$ cat src/rtl/t1tx_pkg.sv
// Shared types for the T1 transmit backplane timing generator.
// Assumes: half-bit ticks, first half of each bit is the rising clock half.
package t1tx_pkg;

    typedef enum logic {
        PH_RISE = 1'b0,
        PH_FALL = 1'b1
    } phase_e;

    typedef struct packed {
        logic gap_chan;
        logic gap_bit8;
        logic gap_fbit;
    } gap_cfg_t;

endpackage

$ cat src/rtl/t1tx_frame_ctr.sv
// Position counter: half-bit phase, framing-bit flag, channel, bit and frame.
// Assumes: tick is a one-cycle strobe; positions advance only on tick.
module t1tx_frame_ctr
    import t1tx_pkg::*;
#(
    parameter int CHANNELS    = 24,
    parameter int BITS_PER_CH = 8,
    parameter int MF_FRAMES   = 12,
    localparam int CH_W = $clog2(CHANNELS),
    localparam int BK_W = $clog2(BITS_PER_CH),
    localparam int FR_W = $clog2(MF_FRAMES)
) (
    input  logic            clk,
    input  logic            rst_n,
    input  logic            tick,
    output phase_e          phase,
    output logic            is_fbit,
    output logic [CH_W-1:0] ch,
    output logic [BK_W-1:0] bk,
    output logic [FR_W-1:0] frame,
    output logic            last_bit,
    output logic            frame_start
);
    localparam logic [CH_W-1:0] CH_LAST = CH_W'(CHANNELS - 1);
    localparam logic [BK_W-1:0] BK_LAST = BK_W'(BITS_PER_CH - 1);
    localparam logic [FR_W-1:0] FR_LAST = FR_W'(MF_FRAMES - 1);

    // Advance half, bit, channel and frame counters on each tick.
    always_ff @(posedge clk) begin
        if (!rst_n) begin
            phase   <= PH_RISE;
            is_fbit <= 1'b1;
            ch      <= '0;
            bk      <= '0;
            frame   <= '0;
        end else if (tick) begin
            if (phase == PH_RISE) begin
                phase <= PH_FALL;
            end else begin
                phase <= PH_RISE;
                if (is_fbit) begin
                    is_fbit <= 1'b0;
                end else if (bk == BK_LAST) begin
                    bk <= '0;
                    if (ch == CH_LAST) begin
                        ch      <= '0;
                        is_fbit <= 1'b1;
                        frame   <= (frame == FR_LAST) ? '0 : frame + 1'b1;
                    end else begin
                        ch <= ch + 1'b1;
                    end
                end else begin
                    bk <= bk + 1'b1;
                end
            end
        end
    end

    // Decode the last bit of the frame and the frame-opening half.
    always_comb begin
        last_bit    = !is_fbit && (ch == CH_LAST) && (bk == BK_LAST);
        frame_start = is_fbit && (phase == PH_RISE);
    end

    p_fbit_home_r2: assert property (@(posedge clk) disable iff (!rst_n)
        is_fbit |-> (ch == '0 && bk == '0));
    p_chan_range_r2: assert property (@(posedge clk) disable iff (!rst_n)
        ch <= CH_LAST);
    p_frame_range_r8: assert property (@(posedge clk) disable iff (!rst_n)
        frame <= FR_LAST);
    p_hold_no_tick_r2: assert property (@(posedge clk) disable iff (!rst_n)
        !tick |=> $stable(phase));
endmodule

$ cat src/rtl/t1tx_gap_ctl.sv
// Gap decision: latches the channel mask at frame start and says whether the
// current bit has its clock removed.
// Assumes: frame_start, is_fbit, ch and bk describe the current half bit.
module t1tx_gap_ctl
    import t1tx_pkg::*;
#(
    parameter int CHANNELS    = 24,
    parameter int BITS_PER_CH = 8,
    localparam int CH_W = $clog2(CHANNELS),
    localparam int BK_W = $clog2(BITS_PER_CH)
) (
    input  logic                clk,
    input  logic                rst_n,
    input  logic                tick,
    input  logic                frame_start,
    input  logic                is_fbit,
    input  logic [CH_W-1:0]     ch,
    input  logic [BK_W-1:0]     bk,
    input  logic [CHANNELS-1:0] chan_mask,
    input  gap_cfg_t            gcfg,
    output logic                gapped
);
    localparam logic [BK_W-1:0] BK_LAST = BK_W'(BITS_PER_CH - 1);

    logic [CHANNELS-1:0] mask_q;
    logic [CHANNELS-1:0] chan_gap;
    logic                on_last;

    // Capture the channel selection once per frame, at its first half bit.
    always_ff @(posedge clk) begin
        if (!rst_n) begin
            mask_q <= '0;
        end else if (tick && frame_start) begin
            mask_q <= chan_mask;
        end
    end

    // Flag the last bit of a channel, where 56k gapping applies.
    always_comb on_last = (bk == BK_LAST);

    // Per-channel gap: whole channel, or its last bit only.
    for (genvar c = 0; c < CHANNELS; c++) begin : g_chan
        always_comb chan_gap[c] = mask_q[c] && (gcfg.gap_chan || (gcfg.gap_bit8 && on_last));
    end

    // Select the framing-bit rule or the current channel's rule.
    always_comb gapped = is_fbit ? gcfg.gap_fbit : chan_gap[ch];

    p_mask_hold_r7: assert property (@(posedge clk) disable iff (!rst_n)
        !$stable(mask_q) |-> $past(tick && frame_start));
    p_full_mode_r3: assert property (@(posedge clk) disable iff (!rst_n)
        (gcfg == '0) |-> !gapped);
endmodule

$ cat src/rtl/t1tx_fpulse_gen.sv
// Frame pulse generator: one-bit pulse around the framing bit, every frame or
// once per multiframe, updated on its own edge, with selectable polarity.
// Assumes: edge and type selects are static outside reset.
module t1tx_fpulse_gen
    import t1tx_pkg::*;
#(
    parameter int MF_FRAMES = 12,
    localparam int FR_W = $clog2(MF_FRAMES)
) (
    input  logic            clk,
    input  logic            rst_n,
    input  logic            tick,
    input  phase_e          phase,
    input  logic            is_fbit,
    input  logic            last_bit,
    input  logic [FR_W-1:0] frame,
    input  logic            mf_mode,
    input  logic            fp_edge,
    input  logic            smp_edge,
    input  logic            fp_inv,
    output logic            fpulse
);
    localparam logic [FR_W-1:0] FR_LAST = FR_W'(MF_FRAMES - 1);

    logic act;
    logic lead;
    logic start;

    // Decide whether the pulse opens on this update edge.
    always_comb begin
        lead = fp_edge && !smp_edge;
        if (lead) begin
            start = last_bit && (!mf_mode || frame == FR_LAST);
        end else begin
            start = is_fbit && (!mf_mode || frame == '0);
        end
    end

    // Update the pulse state only on the selected edge.
    always_ff @(posedge clk) begin
        if (!rst_n) begin
            act <= 1'b0;
        end else if (tick && (phase == phase_e'(fp_edge))) begin
            act <= start;
        end
    end

    // Apply the output polarity.
    always_comb fpulse = act ^ fp_inv;

    p_fp_on_tick_r10: assert property (@(posedge clk) disable iff (!rst_n)
        !$stable(act) |-> $past(tick));
    p_fp_edge_r10: assert property (@(posedge clk) disable iff (!rst_n)
        !$stable(act) |-> ($past(phase) == phase_e'(fp_edge)));
endmodule

$ cat src/rtl/t1tx_bus_io.sv
// Backplane drive: edge strobes, clock level and data/signaling sampling.
// Assumes: gapped and position inputs describe the half bit of this tick.
module t1tx_bus_io
    import t1tx_pkg::*;
#(
    parameter int CHANNELS    = 24,
    parameter int BITS_PER_CH = 8,
    localparam int CH_W = $clog2(CHANNELS),
    localparam int BK_W = $clog2(BITS_PER_CH)
) (
    input  logic            clk,
    input  logic            rst_n,
    input  logic            tick,
    input  phase_e          phase,
    input  logic            gapped,
    input  logic            smp_edge,
    input  logic            is_fbit,
    input  logic [CH_W-1:0] ch,
    input  logic [BK_W-1:0] bk,
    input  logic            sdata,
    input  logic            ssig,
    output logic            edge_rise,
    output logic            edge_fall,
    output logic            bclk,
    output logic            smp_valid,
    output logic            smp_data,
    output logic            smp_sig,
    output logic            smp_fbit,
    output logic [CH_W-1:0] smp_chan,
    output logic [BK_W-1:0] smp_bit
);
    logic live;
    logic take;

    // An edge exists on a tick of a non-gapped bit; sample on the chosen one.
    always_comb begin
        live = tick && !gapped;
        take = live && (phase == phase_e'(smp_edge));
    end

    // Drive the edge strobes and the clock level.
    always_ff @(posedge clk) begin
        if (!rst_n) begin
            edge_rise <= 1'b0;
            edge_fall <= 1'b0;
            bclk      <= 1'b0;
        end else begin
            edge_rise <= live && (phase == PH_RISE);
            edge_fall <= live && (phase == PH_FALL);
            if (tick) begin
                bclk <= live && (phase == PH_RISE);
            end
        end
    end

    // Capture data and signaling together with their position.
    always_ff @(posedge clk) begin
        if (!rst_n) begin
            smp_valid <= 1'b0;
            smp_data  <= 1'b0;
            smp_sig   <= 1'b0;
            smp_fbit  <= 1'b0;
            smp_chan  <= '0;
            smp_bit   <= '0;
        end else begin
            smp_valid <= take;
            if (take) begin
                smp_data <= sdata;
                smp_sig  <= ssig;
                smp_fbit <= is_fbit;
                smp_chan <= ch;
                smp_bit  <= bk;
            end
        end
    end

    p_edge_excl_r12: assert property (@(posedge clk) disable iff (!rst_n)
        !(edge_rise && edge_fall));
    p_rise_level_r12: assert property (@(posedge clk) disable iff (!rst_n)
        edge_rise |-> bclk);
    p_smp_on_edge_r11: assert property (@(posedge clk) disable iff (!rst_n)
        smp_valid |-> (smp_edge ? edge_fall : edge_rise));
    p_fbit_tag_r2: assert property (@(posedge clk) disable iff (!rst_n)
        (smp_valid && smp_fbit) |-> (smp_chan == '0 && smp_bit == '0));
endmodule

$ cat src/rtl/t1tx_bp_timing.sv
// Top: T1 transmit backplane timing generator for one link acting as timing
// master. Ties the position counter, gap control, frame pulse and bus drive.
// Assumes: half_tick is a one-cycle strobe at twice the line bit rate and
// the configuration inputs change only while rst_n is low (mask excepted).
module t1tx_bp_timing
    import t1tx_pkg::*;
#(
    parameter int CHANNELS    = 24,
    parameter int BITS_PER_CH = 8,
    parameter int MF_FRAMES   = 12,
    localparam int CH_W = $clog2(CHANNELS),
    localparam int BK_W = $clog2(BITS_PER_CH),
    localparam int FR_W = $clog2(MF_FRAMES)
) (
    input  logic                clk,
    input  logic                rst_n,
    input  logic                half_tick,
    input  logic                gap_chan,
    input  logic                gap_bit8,
    input  logic                gap_fbit,
    input  logic                fp_mf,
    input  logic                fp_inv,
    input  logic                fp_edge,
    input  logic                smp_edge,
    input  logic [CHANNELS-1:0] chan_mask,
    input  logic                sdata,
    input  logic                ssig,
    output logic                edge_rise,
    output logic                edge_fall,
    output logic                bclk,
    output logic                fpulse,
    output logic                smp_valid,
    output logic                smp_data,
    output logic                smp_sig,
    output logic                smp_fbit,
    output logic [CH_W-1:0]     smp_chan,
    output logic [BK_W-1:0]     smp_bit
);
    phase_e          phase;
    logic            is_fbit;
    logic [CH_W-1:0] ch;
    logic [BK_W-1:0] bk;
    logic [FR_W-1:0] frame;
    logic            last_bit;
    logic            frame_start;
    logic            gapped;
    gap_cfg_t        gcfg;

    // Bundle the gap options.
    always_comb gcfg = '{gap_chan: gap_chan, gap_bit8: gap_bit8, gap_fbit: gap_fbit};

    t1tx_frame_ctr #(
        .CHANNELS(CHANNELS), .BITS_PER_CH(BITS_PER_CH), .MF_FRAMES(MF_FRAMES)
    ) u_ctr (
        .clk(clk), .rst_n(rst_n), .tick(half_tick), .phase(phase),
        .is_fbit(is_fbit), .ch(ch), .bk(bk), .frame(frame),
        .last_bit(last_bit), .frame_start(frame_start)
    );

    t1tx_gap_ctl #(
        .CHANNELS(CHANNELS), .BITS_PER_CH(BITS_PER_CH)
    ) u_gap (
        .clk(clk), .rst_n(rst_n), .tick(half_tick), .frame_start(frame_start),
        .is_fbit(is_fbit), .ch(ch), .bk(bk), .chan_mask(chan_mask),
        .gcfg(gcfg), .gapped(gapped)
    );

    t1tx_fpulse_gen #(
        .MF_FRAMES(MF_FRAMES)
    ) u_fp (
        .clk(clk), .rst_n(rst_n), .tick(half_tick), .phase(phase),
        .is_fbit(is_fbit), .last_bit(last_bit), .frame(frame),
        .mf_mode(fp_mf), .fp_edge(fp_edge), .smp_edge(smp_edge),
        .fp_inv(fp_inv), .fpulse(fpulse)
    );

    t1tx_bus_io #(
        .CHANNELS(CHANNELS), .BITS_PER_CH(BITS_PER_CH)
    ) u_io (
        .clk(clk), .rst_n(rst_n), .tick(half_tick), .phase(phase),
        .gapped(gapped), .smp_edge(smp_edge), .is_fbit(is_fbit),
        .ch(ch), .bk(bk), .sdata(sdata), .ssig(ssig),
        .edge_rise(edge_rise), .edge_fall(edge_fall), .bclk(bclk),
        .smp_valid(smp_valid), .smp_data(smp_data), .smp_sig(smp_sig),
        .smp_fbit(smp_fbit), .smp_chan(smp_chan), .smp_bit(smp_bit)
    );

    p_tick_strobe_r2: assert property (@(posedge clk) disable iff (!rst_n)
        (edge_rise || edge_fall) |-> $past(half_tick));
endmodule

$ cat config.mk
export PLATFORM = sky130hd
export DESIGN_NAME = t1tx_bp_timing
export DESIGN_NICKNAME = d
export VERILOG_FILES = /design/src/rtl/t1tx_pkg.sv /design/src/rtl/t1tx_frame_ctr.sv /design/src/rtl/t1tx_gap_ctl.sv /design/src/rtl/t1tx_fpulse_gen.sv /design/src/rtl/t1tx_bus_io.sv /design/src/rtl/t1tx_bp_timing.sv
export SDC_FILE = /design/constraint.sdc
export NUM_CORES = 1
export LEC_CHECK = 0
export BUFFER_PORTS_ARGS = -buffer_cell sky130_fd_sc_hd__buf_4
export CORE_ASPECT_RATIO = 0.75
export CORE_UTILIZATION = 45
export CTS_BUF_LIST = sky130_fd_sc_hd__clkbuf_8
export DETAILED_ROUTE_END_ITERATION = 8
export PLACE_DENSITY = 0.64
export SYNTH_ARGS = -nofsm -noshare
export SYNTH_HDL_FRONTEND = slang
export SYNTH_SLANG_ARGS = --single-unit
$ cat constraint.sdc
create_clock -name clk -period 2.3 [get_ports clk]
set_clock_uncertainty 0.05 [all_clocks]
set_input_delay 0.23 -clock clk [delete_from_list [all_inputs] [get_ports clk]]
set_output_delay 0.23 -clock clk [all_outputs]
set_load 0.05 [all_outputs]
==> results of run 1 <==
==> through the flow <==
step	area, um^2	cells	setup slack [ns]
after floorplan	2480	296	0.519
after CTS	2960	413	0.292
after global routing	2960	413	0.149
final	2960	413	0.290
after detailed placement	2850	405	0.307
after global placement	2850	405	0.330
==> final cells by class <==
| type | instances | area (um^2) |
|---|---|---|
| well taps | 75 | 93.8 |
| multi-input cells | 213 | 1230 |
| clock inverters | 3 | 40.0 |
| inverters | 6 | 22.5 |
| fillers | 539 | 2360 |
| repair buffers | 57 | 428 |
| flip-flops and latches | 54 | 1080 |
| clock buffers | 5 | 68.8 |
==> synth_stat cells (3+ instances only) <==
cell type / number / share of area
nand2_1: 82 / 0.12
dfxtp_1: 54 / 0.44
a21oi_1: 32 / 0.065
mux2i_1: 27 / 0.11
nor2_1: 20 / 0.030
clkbuf_1: 13 / 0.020
inv_1: 6 / 0.0091
ha_1: 5 / 0.025
nor3_1: 5 / 0.010
nand3_1: 4 / 0.0081
nand4_1: 4 / 0.010
a211oi_1: 3 / 0.0091
buf_2: 3 / 0.0061
buf_6: 3 / 0.014
xnor2_1: 3 / 0.011
==> worst max-delay path: stages, from the launching register on <==
cell	delay (ns)
dfxtp_1	0.55
mux2_4	0.33
o311ai_0	0.25
nand3b_1	0.18
and4_4	0.37
mux2i_1	0.21
==> flip-flops by register name (all words and copies together), names as in the netlist <==
| signal | flops |
|---|---|
| u_io.smp_chan | 5 |
| u_ctr.frame | 4 |
| u_io.bclk | 1 |
| u_io.smp_sig | 1 |
| u_io.edge_fall | 1 |
| u_gap.mask_q | 24 |
| u_io.edge_rise | 1 |
| u_ctr.is_fbit | 1 |
| u_io.smp_bit | 3 |
| u_ctr.bk | 3 |
| u_io.smp_fbit | 1 |
| u_fp.act | 1 |
| u_io.smp_valid | 1 |
| u_ctr.ch | 5 |
| u_io.smp_data | 1 |
| u_ctr.phase | 1 |
==> metal layers <==
layer | vias to the layer above | global-route usage
met4 | 0 | 0.0799
met1 | 904 | 0.262
li1 | 1073 | -
met5 | - | 0
met2 | 49 | 0.285
met3 | 7 | 0.0437
==> final timing paths <==
check,from,end,cells past startpoint
worst max-delay path,u_ctr.ch[1],u_io.smp_chan[2],5
worst max register to register,u_ctr.ch[1],u_io.smp_chan[2],5
worst min register to register,u_gap.mask_q[3],u_gap.mask_q[3],2
worst min-delay path,chan_mask[11],u_gap.mask_q[11],3
==> power by group <==
group	internal [mW]	leakage, nW	switching, mW
combinational	0.109	0.712	0.142
clock	0.321	0.0579	0.305
sequential	0.976	0.440	0.0298
total	1.41	1.21	0.477
==> cell families (layout without fill, tap and decap cells) <==
logic type               Yosys count  in the layout  synth area share
flip-flops                        54             54             0.436
adder cells (fa/ha/maj)            5              5            0.0252
XOR/XNOR                           5              5            0.0177
multiplexers                      29             29             0.121
buffers and inverters             29             71            0.0691
AND/OR/NAND/NOR                  130            130             0.228
AO/OA/AOI/OAI                     44             44             0.103
==> impl_metrics.py, run 1 <==
metrics = {
    "grt": {
        "grt_max_degree": 27,
        "grt_pass1_wl_mm": 8.47,
        "grt_pass1_vias": 1828,
        "grt.overflow.total": 0,
        "antenna_found_initial": 0,
        "grt.total_usage": 0.191,
    },
    "synthesis": {
        "async_flop_share": 0,
        "ys_seq_elements": 54,
        "synth_cell_types": 37,
        "syn_avg_cell_area_um2": 8.38,
        "ys.warnings.count": 0,
        "synth_seq_area_share": 0.436,
        "synth_area_um2": 2480,
        "synth_edf_count": 0,
        "syn_nets": 337,
        "synth_cells": 296,
        "synth_flop_cell": "dfxtp_1",
    },
    "timing": {
        "timing.final.crit_share": 0.874,
        "maxSlewHeadroom": 0.656,
        "tns_ns": 0,
        "fin_crit_ns": 2.01,
        "whs_ns": 0.0989,
        "fmax_mhz": 498,
        "finalMaxSlewViolations": 0,
        "rsz0062_at_grt": "no",
        "final-hold-violation-count": 0,
        "setup_viol": 0,
        "tightest_slew_ns": 0.516,
    },
    "drt": {
        "drt_iter0_drc": 67,
        "antenna_left": 0,
        "wire_per_inst_um": 12.7,
        "routed_wl_mm": 5.23,
        "drc": 0,
        "first_pass_iters": 4,
        "wl_met3_um": 267,
        "routed.top_layer": "met4",
        "avgViaCountPerCell": 4.92,
        "m1WireLength_mm": 2.68,
        "dr_wl_met2_mm": 2.19,
        "vias": 2033,
    },
    "power": {
        "vdd_drop_max_mv": 0.288,
        "powerDensity_nw_per_um2": 636,
        "p_leak_nw": 1.21,
        "fin_total_pwr_mw": 1.88,
    },
    "setup_path": {
        "cp-end-kind": "flip-flop",
        "cp.arrival_ns": 2.20,
        "reg2reg_slack_ns": 0.29,
        "critPathLaunchType": "flip-flop",
        "required_ns": 2.49,
        "critPathKind": "flip-flop to flip-flop",
        "cp_max_fo": 11,
    },
    "floorplan": {
        "rows": 23,
        "die_h_um": 66.3,
        "core_um2": 5320,
        "dieArea_um2": 5810,
        "start_util": 0.466,
        "ioPinCount": 52,
        "fp.dieW_um": 87.7,
    },
    "run": {
        "maxCapViolations": 0,
    },
    "cells_and_area": {
        "layout_common_cells": "82 x nand2_1, 57 x buf_4, 54 x dfxtp_1",
        "area_growth_pct": 19.4,
        "layout.cells.most_common": "nand2_1",
        "final_util": 0.556,
        "final_nets": 378,
        "diodes": 0,
        "drive_above_1_share": 0.207,
    },
    "cts": {
        "path_clk_slew_ns": 0.10,
        "cts_hold_buf": 0,
        "clk_path_buf_depth": 2,
        "clkLatencyLatePin_ns": 0.32,
        "root_buffer": "clkbuf_8",
        "post-cts-setup-buffers": 0,
        "cts_tree": "yes",
        "cts_resized": 0,
        "h-tree-depth": 2,
        "cts_buffers": 5,
        "cts_sinks": 54,
    },
    "status": {
        "status": "finished clean",
    },
    "placement": {
        "portBuffers": 51,
        "place_congestion": 0.831,
        "place_hpwl_mm": 3.77,
    },
    "hold_path": {
        "holdCritPathClass": "input pin to flip-flop",
    },
}
No activity file was read; power rests on OpenSTA's default activity.
==> run 2, diff against run 1 <==
--- a/config.mk
+++ b/config.mk
@@ -7,10 +7,10 @@
 export LEC_CHECK = 0
 export BUFFER_PORTS_ARGS = -buffer_cell sky130_fd_sc_hd__buf_4
 export CORE_ASPECT_RATIO = 0.75
-export CORE_UTILIZATION = 45
+export CORE_UTILIZATION = 30
 export CTS_BUF_LIST = sky130_fd_sc_hd__clkbuf_8
 export DETAILED_ROUTE_END_ITERATION = 8
-export PLACE_DENSITY = 0.64
+export PLACE_DENSITY = 0.45
 export SYNTH_ARGS = -nofsm -noshare
 export SYNTH_HDL_FRONTEND = slang
 export SYNTH_SLANG_ARGS = --single-unit
==> run 2 against run 1 <==
Net effect:
- critical path depth unchanged
- die area is 49% higher
- fmax grew 0.69%
- sequential share of layout area is 0.68 points lower
- global-route usage shrank 5.0 points
- via count is 2.4% higher
- sequential power about the same
- count of clock-buffer cells in the layout is 1 higher
- combinational power rose by 4%
- final area up 1.9%
- power grew 1.3%
- critical path type unchanged
- critical endpoint is now u_io.smp_bit[0]
- largest cell class unchanged
- largest power group unchanged
==> impl_metrics.py, run 2 (same netlist as run 1, synthesis figures left out) <==
metrics = {
    "status": {
        "status": "finished clean",
    },
    "cts": {
        "clk_path_buf_depth": 2,
        "cts_buffers": 5,
        "clkLatencyLatePin_ns": 0.30,
        "cts_sinks": 54,
        "cts_tree": "yes",
        "cts_hold_buf": 0,
        "h-tree-depth": 2,
        "post-cts-setup-buffers": 0,
        "cts_resized": 0,
        "root_buffer": "clkbuf_8",
        "path_clk_slew_ns": 0.09,
    },
    "setup_path": {
        "critPathKind": "flip-flop to flip-flop",
        "reg2reg_from": "u_ctr.ch[0]",
        "crit_family": "simple AND/OR/NAND/NOR gates",
        "cp_slowest_cell": "dfxtp_1",
        "reg2reg_slack_ns": 0.30,
        "cp-end-kind": "flip-flop",
        "critPathLaunchType": "flip-flop",
        "reg2regPathDepth": 5,
        "worst-path-buf-inv": 0,
        "critPathMaxStageDelay_ns": 0.53,
        "cp.arrival_ns": 2.18,
        "cp_max_fo": 11,
        "r2r-end": "u_io.smp_bit[0]",
        "crit_chain": "mux2_4, or3_1, nand4_1, and4_4, mux2i_1",
        "required_ns": 2.49,
    },
    "grt": {
        "antenna_found_initial": 0,
        "grt_pass1_vias": 1924,
        "grt.overflow.total": 0,
        "grt_max_degree": 34,
        "grt_pass1_wl_mm": 9.34,
        "grt.total_usage": 0.141,
    },
    "placement": {
        "place_congestion": 0.742,
        "portBuffers": 51,
        "placed_area_um2": 2910,
        "place_hpwl_mm": 4.13,
    },
    "drt": {
        "routed_wl_mm": 5.61,
        "drt_iter0_drc": 63,
        "wire_per_inst_um": 12.6,
        "antenna_left": 0,
        "vias": 2082,
        "first_pass_iters": 4,
        "avgViaCountPerCell": 4.69,
        "drc": 0,
    },
    "floorplan": {
        "core_um2": 7950,
        "fp.dieW_um": 107,
        "start_util": 0.312,
        "rows": 28,
        "dieArea_um2": 8640,
        "die_h_um": 80.7,
        "ioPinCount": 52,
    },
    "cells_and_area": {
        "reg.largest.list": "u_gap.mask_q x24, u_ctr.ch x5, u_io.smp_chan x5",
        "largest_register_ff_count": 24,
        "layout.cells.most_common": "nand2_1",
        "fillers": 847,
        "fin_area_um2": 3020,
        "diodes": 0,
        "drive_above_1_share": 0.209,
        "final_nets": 380,
        "layout_common_cells": "82 x nand2_1, 59 x buf_4, 54 x dfxtp_1",
        "top_register": "u_gap.mask_q",
        "area_growth_pct": 21.7,
    },
    "timing": {
        "setup_viol": 0,
        "tns_ns": 0,
        "fin_crit_ns": 2.00,
        "fmax_mhz": 501,
        "timing.final.crit_share": 0.868,
        "final-hold-violation-count": 0,
        "tightest_slew_ns": 0.401,
        "maxSlewHeadroom": 0.732,
        "finalMaxSlewViolations": 0,
        "rsz0062_at_grt": "no",
    },
    "hold_path": {
        "hold_end": "u_gap.mask_q[15]",
        "hold_depth": 3,
        "holdCritPathClass": "input pin to flip-flop",
        "worstHoldStart": "chan_mask[15]",
    },
    "power": {
        "powerDensity_nw_per_um2": 632,
        "p_leak_nw": 1.22,
        "vdd_drop_max_mv": 0.233,
    },
    "run": {
        "maxCapViolations": 0,
    },
}
## run 2: changes by cell type in the layout (fill, tap and decap cells not counted)
cell      before  now
clkbuf_8       5    6
buf_4         57   59
clkinv_2       2    0
## run 2: worst max-delay path by stage
stage                      startpoint               end  slack [ns]  depth (start not counted)
final                     u_ctr.ch[0]   u_io.smp_bit[0]        0.30                          5
after global routing      u_ctr.ch[1]   u_io.smp_bit[1]        0.15                          5
after detailed placement  u_ctr.ch[0]  u_io.smp_chan[4]        0.31                          5
after CTS                 u_ctr.ch[0]     u_io.smp_fbit        0.28                          5
after global placement    u_ctr.ch[1]   u_io.smp_bit[1]        0.40                          5
after floorplan           u_ctr.ch[0]   u_io.smp_bit[0]        0.52                          7
## run 2: power by group
part / switching [mW] / total, mW / internal (mW)
Sequential: 0.0245 / 1.00 / 0.976
Clock: 0.299 / 0.647 / 0.349
Combinational: 0.148 / 0.260 / 0.111
## run 2: per-stage QoR
| step | cells | util | setup WS (ns) | hold WS [ns] | power [mW] |
|---|---|---|---|---|---|
| after floorplan | 296 | - | 0.519 | 0.316 | 1.19 |
| after global routing | 444 | 0.379 | 0.154 | 0.101 | 2.01 |
| final | 444 | 0.379 | 0.304 | 0.111 | 1.91 |
| after CTS | 444 | 0.379 | 0.283 | 0.101 | 1.94 |
| after detailed placement | 437 | 0.365 | 0.314 | 0.397 | 1.29 |
| after global placement | 437 | 0.365 | 0.397 | 0.392 | 1.29 |
## run 2: layout make-up
class	count	area [um^2]	area share
clock inverters	1	30.0	0.00995
flip-flops and latches	54	1080	0.358
inverters	6	22.5	0.00746
repair buffers	59	443	0.147
multi-input cells	213	1230	0.407
clock buffers	6	82.6	0.0274
well taps	105	131	0.0435
## run 2: routing by layer
| metal | up-vias | GRT usage | routed length [um] | part of all wire |
|---|---|---|---|---|
| met4 | 0 | 0.0534 | 77 | 0.014 |
| met2 | 36 | 0.214 | 2310 | 0.41 |
| li1 | 1076 | - | - | - |
| met1 | 962 | 0.194 | 2990 | 0.53 |
| met5 | - | 0 | 0 | 0 |
| met3 | 8 | 0.0337 | 234 | 0.042 |
## run 2: worst register-to-register path: stages (launching register included)
cell and delay (ns):
dfxtp_1 0.53, mux2_4 0.33, or3_1 0.31, nand4_1 0.12, and4_4 0.37, mux2i_1 0.22
==> run 3, diff against run 2 <==
--- a/config.mk
+++ b/config.mk
@@ -7,10 +7,10 @@
 export LEC_CHECK = 0
 export BUFFER_PORTS_ARGS = -buffer_cell sky130_fd_sc_hd__buf_4
 export CORE_ASPECT_RATIO = 0.75
-export CORE_UTILIZATION = 30
+export CORE_UTILIZATION = 56
 export CTS_BUF_LIST = sky130_fd_sc_hd__clkbuf_8
 export DETAILED_ROUTE_END_ITERATION = 8
-export PLACE_DENSITY = 0.45
+export PLACE_DENSITY = 0.77
 export SYNTH_ARGS = -nofsm -noshare
 export SYNTH_HDL_FRONTEND = slang
 export SYNTH_SLANG_ARGS = --single-unit
==> run 3 against run 2 <==
Net effect:
- power shrank 6.7%
- sequential share of layout area grew 1.1 points
- flip-flop and latch count is the same
- critical path type unchanged
- largest cell class unchanged
==> impl_metrics.py, run 3 (same netlist as run 1, synthesis figures left out) <==
metrics = {
    "cells_and_area": {
        "layout_common_cells": "82 x nand2_1, 58 x buf_4, 54 x dfxtp_1",
        "register_area_um2": 1080,
        "final_nets": 379,
        "fillers": 364,
        "largest_register_ff_count": 24,
        "diodes": 0,
        "reg.largest.list": "u_gap.mask_q x24, u_ctr.ch x5, u_io.smp_chan x5",
        "layout.cells.most_common": "nand2_1",
        "top_register": "u_gap.mask_q",
        "drive_above_1_share": 0.206,
        "multi_input_area_um2": 1230,
        "area_growth_pct": 18.0,
    },
    "setup_path": {
        "required_ns": 2.47,
        "cp-end-kind": "flip-flop",
        "critPathKind": "flip-flop to flip-flop",
        "r2r-end": "u_ctr.frame[3]",
        "reg2regPathDepth": 6,
        "reg2reg_from": "u_ctr.bk[0]",
        "cp.arrival_ns": 2.13,
        "critPathLaunchType": "flip-flop",
        "cp_max_fo": 7,
        "reg2reg_slack_ns": 0.34,
    },
    "timing": {
        "tns_ns": 0,
        "fmax_mhz": 510,
        "fin_crit_ns": 1.96,
        "finalMaxSlewViolations": 0,
        "worst_slack_ns": 0.341,
        "final-hold-violation-count": 0,
        "tightest_slew_ns": 0.383,
        "maxSlewHeadroom": 0.745,
        "rsz0062_at_grt": "no",
        "timing.final.crit_share": 0.852,
        "setup_viol": 0,
    },
    "power": {
        "powerDensity_nw_per_um2": 609,
        "vdd_drop_max_mv": 0.439,
        "p_leak_nw": 1.21,
    },
    "floorplan": {
        "dieArea_um2": 4700,
        "die_h_um": 59.6,
        "fp.dieW_um": 78.8,
        "core_um2": 4150,
        "ioPinCount": 52,
        "rows": 20,
        "start_util": 0.597,
    },
    "status": {
        "status": "finished clean",
    },
    "placement": {
        "place_congestion": 0.789,
        "place_hpwl_mm": 3.63,
        "portBuffers": 51,
        "pre_cts_ws_ns": 0.350,
    },
    "grt": {
        "grt_max_degree": 28,
        "antenna_found_initial": 0,
        "grt_pass1_vias": 1828,
        "grt.overflow.total": 0,
        "grt.total_usage": 0.224,
        "grt_pass1_wl_mm": 8.16,
    },
    "drt": {
        "avgViaCountPerCell": 5.22,
        "vias": 2057,
        "wire_per_inst_um": 12.5,
        "drt_iter0_drc": 72,
        "drc": 0,
        "antenna_left": 0,
        "routed_wl_mm": 4.91,
        "first_pass_iters": 4,
    },
    "cts": {
        "clk_path_buf_depth": 2,
        "cts_tree": "yes",
        "cts_resized": 0,
        "h-tree-depth": 2,
        "cts_sinks": 54,
        "cts_buffers": 5,
        "clkLatencyLatePin_ns": 0.30,
        "post-cts-setup-buffers": 0,
        "cts_hold_buf": 0,
        "root_buffer": "clkbuf_8",
        "path_clk_slew_ns": 0.09,
    },
    "hold_path": {
        "hold_end": "u_gap.mask_q[1]",
        "holdCritPathClass": "input pin to flip-flop",
        "hold_depth": 3,
        "worstHoldStart": "chan_mask[1]",
    },
    "run": {
        "maxCapViolations": 0,
    },
}
## run 3: how the worst max path moves through the flow
stage | from | endpoint | cells past startpoint
after floorplan | u_ctr.ch[0] | u_io.smp_bit[0] | 7
after global placement | u_ctr.ch[1] | u_io.smp_data | 5
after detailed placement | u_ctr.bk[0] | u_io.smp_bit[0] | 7
after CTS | u_ctr.bk[0] | u_io.smp_bit[0] | 7
after global routing | u_ctr.bk[0] | u_ctr.frame[3] | 6
final | u_ctr.bk[0] | u_ctr.frame[3] | 6
## run 3: layout make-up
cell class	instances	share of cell area
multi-input combinational	213	0.419
sequential	54	0.369
timing repair buffer	58	0.149
clock buffer	6	0.0282
tap	55	0.0235
inverter	6	0.00770
clock inverter	2	0.00299
## run 3: layer usage
layer  up-vias  GRT usage  part of all wire
li1       1074          -                 -
met1       931      0.316              0.51
met2        45      0.354              0.44
met3         7     0.0462             0.040
met4         0     0.0545            0.0088
met5         -          0                 0
## run 3: stage by stage
stage          cells  power (mW)  utilization  hold slack [ns]  cell area, um^2
3_3_place_gp     386        1.27        0.683            0.393             2840
2_1_floorplan    296        1.19            -            0.316             2480
6_report         394        1.78        0.705            0.117             2930
5_1_grt          394        1.87        0.705            0.113             2930
4_1_cts          394        1.79        0.705            0.115             2930
3_5_place_dp     386        1.28        0.683            0.398             2840
## run 3: report_power, final
part	internal [mW]	switching [mW]
sequential	0.976	0.0237
clock	0.239	0.287
combinational	0.111	0.144
total	1.33	0.454
## run 3: critical path, cell delays in order, from the launching register on
cell      delay, ns
dfxtp_1        0.41
ha_1           0.17
ha_1           0.24
and4b_1        0.39
and2_1         0.27
a41oi_1        0.14
a211oi_1       0.21
